[src/rtl/next_pc_unit.sv]
module next_pc_unit #(
  parameter int unsigned LINK_REG = 31
) (
  input  logic        clk,
  input  logic        rst,
  input  logic [31:0] instr,
  input  logic [31:0] rs_val,
  input  logic [31:0] rt_val,
  output logic [31:0] pc,
  output logic [31:0] pc_next,
  output logic        link_we,
  output logic [4:0]  link_idx,
  output logic [31:0] link_val
);
  localparam logic [5:0] OP_SPECIAL = 6'h00;
  localparam logic [5:0] OP_REGIMM  = 6'h01;
  localparam logic [5:0] OP_JMP     = 6'h02;
  localparam logic [5:0] OP_CALL    = 6'h03;
  localparam logic [5:0] OP_EQ      = 6'h04;
  localparam logic [5:0] OP_NE      = 6'h05;
  localparam logic [5:0] OP_LEZ     = 6'h06;
  localparam logic [5:0] OP_GTZ     = 6'h07;
  localparam logic [5:0] FN_REGJMP  = 6'h08;

  logic [31:0] pc_q;
  logic [5:0]  op, fn;
  logic [4:0]  sub;
  logic [31:0] seq, br_tgt, jmp_tgt;
  logic        neg, zero, taken;

  assign op  = instr[31:26];
  assign fn  = instr[5:0];
  assign sub = instr[20:16];

  assign seq     = pc_q + 32'd4;
  assign br_tgt  = seq + {{14{instr[15]}}, instr[15:0], 2'b00};
  assign jmp_tgt = {seq[31:28], instr[25:0], 2'b00};

  assign neg  = rs_val[31];
  assign zero = (rs_val == 32'd0);

  always_comb begin
    taken = 1'b0;
    case (op)
      OP_REGIMM: taken = (sub == 5'd0) ? neg : ((sub == 5'd1) ? !neg : 1'b0);
      OP_EQ:     taken = (rs_val == rt_val);
      OP_NE:     taken = (rs_val != rt_val);
      OP_LEZ:    taken = neg || zero;
      OP_GTZ:    taken = !neg && !zero;
      default:   taken = 1'b0;
    endcase
  end

  always_comb begin
    case (op)
      OP_SPECIAL:    pc_next = (fn == FN_REGJMP) ? rs_val : seq;
      OP_JMP,
      OP_CALL:       pc_next = jmp_tgt;
      OP_REGIMM,
      OP_EQ, OP_NE,
      OP_LEZ,
      OP_GTZ:        pc_next = taken ? br_tgt : seq;
      default:       pc_next = seq;
    endcase
  end

  always_ff @(posedge clk) begin
    if (rst) pc_q <= 32'd0;
    else     pc_q <= pc_next;
  end

  assign pc       = pc_q;
  assign link_we  = (op == OP_CALL);
  assign link_idx = link_we ? 5'(LINK_REG) : 5'd0;
  assign link_val = link_we ? pc_q + 32'd8 : 32'd0;
endmodule

[config.mk]
export PLATFORM = sky130hd
export DESIGN_NAME = next_pc_unit
export DESIGN_NICKNAME = d
export VERILOG_FILES = /design/src/rtl/next_pc_unit.sv
export SDC_FILE = /design/constraint.sdc
export NUM_CORES = 1
export LEC_CHECK = 0
export CAP_MARGIN = 40
export CORE_ASPECT_RATIO = 0.5
export CORE_MARGIN = 2
export CORE_UTILIZATION = 40
export CTS_BUF_LIST = sky130_fd_sc_hd__clkbuf_16
export DETAILED_ROUTE_END_ITERATION = 16
export PLACE_DENSITY = 0.81
export SYNTH_ARGS = -nofsm -noshare
export SYNTH_HDL_FRONTEND = slang
export SYNTH_SLANG_ARGS = --single-unit
[constraint.sdc]
create_clock -name clk -period 5 [get_ports clk]
set_clock_uncertainty 0.05 [all_clocks]
set_input_delay 1 -clock clk [delete_from_list [all_inputs] [get_ports clk]]
set_output_delay 1 -clock clk [all_outputs]
set_load 0.005 [all_outputs]
==> out/qor.txt <==
Outcome = finished with violations
Violated checks = setup timing
I/O pins = 200
Setup violations, final = 1
FF-to-FF Start = pc[3]$_SDFF_PP0_
Crit-path cells = ha_4, nand2_2, buf_6, nor3_4, and3_4, nand2_4, nor2_2, xor2_1, buf_4, ha_4, nand2_4, o21ai_2, or3_1, a211oi_2, nor3_1, buf_4, xnor2_2, nor2_1, a211o_1, buf_2
Routability Congestion = 1.060
RSZ-0062 raised after global routing = true
GRT met3 Usage = 0.1195
Deepest clock path buffer count = 2
FF+latch count, synth = 32
Required @ worst endpoint = 3950 ps
Initial antenna violation count = 1
Min Tclk post-route = 5008 ps
Worst skew pair latency = 270 ps
Most frequent cells in the layout = buf_4 (258), clkdlybuf4s50_1 (153), nand2_1 (84)
Setup WS post-layout = -8.408 ps
Die area = 0.01449 mm^2
Met2 GRT Util = 0.6192
# rows = 29
Main combinational cell family by area after synthesis = simple AND/OR/NAND/NOR gates
Power Total = 0.001339 W
Worst Setup Start Kind = register
ANT cells = 0
R2R depth = 22
Effective utilization at floorplan = 0.4178
Average size of a mapped cell = 7.017 um^2
Pre-Repair DR Iteration Count = 8
Syn nets = 902
Chip height = 86.13 um
CTS Root Cell = clkbuf_16
Slew @ Worst Pin = 611.4 ps
Setup CP Type = reg -> out
Detailed Route WL = 33.42 mm
Max-slew violation count = 0
Post-Synth Simple-Gate Area = 0.2891
Ys async rst share = 0
Vias per Instance = 6.138
HP Class = reg -> reg
CTS Buf Count = 5
Hold Violations, Final = 0
CP max stage cell = dfxtp_4
Die width = 168.3 um
Cts hold-fix bufs = 0
HP Start = pc[27]$_SDFF_PP0_
Yosys warnings = 0
PortBufs = 199
DRC marker count from the first detailed-route iteration = 1,401
Routed via count = 8,384
Vias in the first global route = 7,627
Slowest stage delay, CP = 380 ps
PwrDens = 128.9 mW/mm^2
Post-Syn Area = 0.005396 mm^2
Fin crit share = 1.002
Grt total ovfl = 0
Clock transition at path regs = 50 ps
Dpl hpwl = 25.72 mm
GRT Total Usage = 0.4245
Post-Synthesis Cells = 769
CP arrival = 3960 ps
Synth cell types = 72
Number of cells on the worst hold path = 3
First-pass GRT wire length = 46.34 mm
Nets = 1,329
Leak = 4.747 nW
Max IR drop VDD = 103.0 uV
Worst slew margin = 0.5905
Post-synth EDFFs = 0
Xor/xnor cell area share of the yosys netlist = 0.1848
Setup slack, reg-to-reg = 890 ps
WHS = 705.5 ps
Fmax = 0.1997 GHz
Most common library cell in the layout ignoring fill and taps = buf_4
Core Box Area = 0.01292 mm^2
Maximum capacitance violations = 0
Area grow syn2layout = 92.40%
Clock sinks = 32
Max reg flops = 32
M1 GR Usage = 0.6208
Sequential area share after synthesis = 0.1187
Top_reg_cell synth = dfxtp_1
Worst r2r dst = pc[21]$_SDFF_PP0_
Largest net degree at the start of global routing = 31
Synth Area in Adders = 0.08254
Crit. End Element = output pin
GRT busiest layer = met1
Post-synthesis mux area share = 0.005796
Synth Area in Compound Gates = 0.2546
WL per Instance = 24.47 um
DRC Markers = 0
Maximum fanout along the worst path = 3
TritonCTS clock tree = yes
Hold endpoint = pc[27]$_SDFF_PP0_
ANT nets after route = 0
CTS H-tree depth = 2
Share of layout cells above drive strength 1 = 0.3545
## area by class of cell
class | count | area [um^2]
Timing Repair Buffer | 468 | 4059
Inverter | 23 | 88.84
Sequential cell | 32 | 656.9
Clock inverter | 2 | 7.507
Fill cell | 845 | 2535
Multi-Input combinational cell | 666 | 5233
Tap cell | 170 | 212.7
Clock buffer | 5 | 125.1
## power breakdown
| part | total, W | internal (W) | switching (W) | leakage [nW] |
|---|---|---|---|---|
| Sequential | 0.000288 | 0.000268 | 0.0000192 | 0.264 |
| Clock | 0.000280 | 0.000178 | 0.000103 | 0.0648 |
| Combinational | 0.000771 | 0.000391 | 0.000380 | 4.42 |
## cell usage after synthesis (all sizes together), types with 11 or more instances
master  number  area (um^2)
dfxtp       32        640.6
buf         29        185.2
nand2       89        341.6
nor3        17        121.4
and2        14        87.58
nor4        16        133.9
nor2        70        267.8
o21ai       46        245.2
xnor2       71        629.4
a21o        14        105.1
a21oi       60        304.0
nand3       35        180.2
and3        11        68.82
xor2        42        367.9
inv         23        86.33
clkbuf      19        76.32
a31oi       15        93.84
ha          34        425.4
nand4       27        168.9
## worst max path at each step
stage | cells past startpoint | slack (ps) | end | startpoint
global route | 18 | -150 | pc_next[31] | pc[3]$_SDFF_PP0_
finish | 20 | -8 | pc_next[21] | pc[3]$_SDFF_PP0_
global placement | 14 | -390 | pc_next[30] | instr[0]
detailed placement | 14 | -490 | pc_next[30] | instr[0]
CTS | 13 | -10 | pc_next[19] | instr[1]
floorplan | 14 | 570 | pc_next[25] | pc[3]$_SDFF_PP0_
## routing by layer
metal,vias up,wire [um]
met1,3991,14170
met4,2,918
met3,109,4697
met2,643,13620
li1,3639,-
met5,-,13
## stage by stage
stage                 util  worst slack, ps  cell area (um^2)  std cells  setup TNS [ps]
floorplan                -            567.2              5396        769               0
global placement    0.7030           -394.0              9081       1322           -5757
detailed placement  0.7030           -492.8              9081       1322           -5990
CTS                 0.7599           -12.54              9816       1350          -16.57
global route        0.8038           -147.5             10380       1366          -478.5
finish              0.8038           -8.408             10380       1366          -8.408
## kinds of logic after synthesis
| kind of cell | count (synthesis) |
|---|---|
| adders and majority gates | 35 |
| muxes | 3 |
| DFF | 32 |
| and+or+nand+nor | 307 |
| xor gates and xnor gates | 113 |
| AOI/OAI and AO/OA | 208 |
| buffers and inverters | 71 |
## critical path: cells and delay by family (launching register included)
family,cells,cell delay [ps]
simple gates,9,1240
xor+xnor,2,320
fa+ha+maj,2,380
buf+inv,4,700
flops,1,380
compound gates,3,650
## timing repair
item / 4_1_cts / 5_1_grt
endpoints found under the setup margin: 27 / 27
buffers inserted: 22 / 15
gates resized for setup: 122 / 106
pin swaps: 43 / 48
gates cloned: 0 / 1
(Power assumes the default switching activity.)
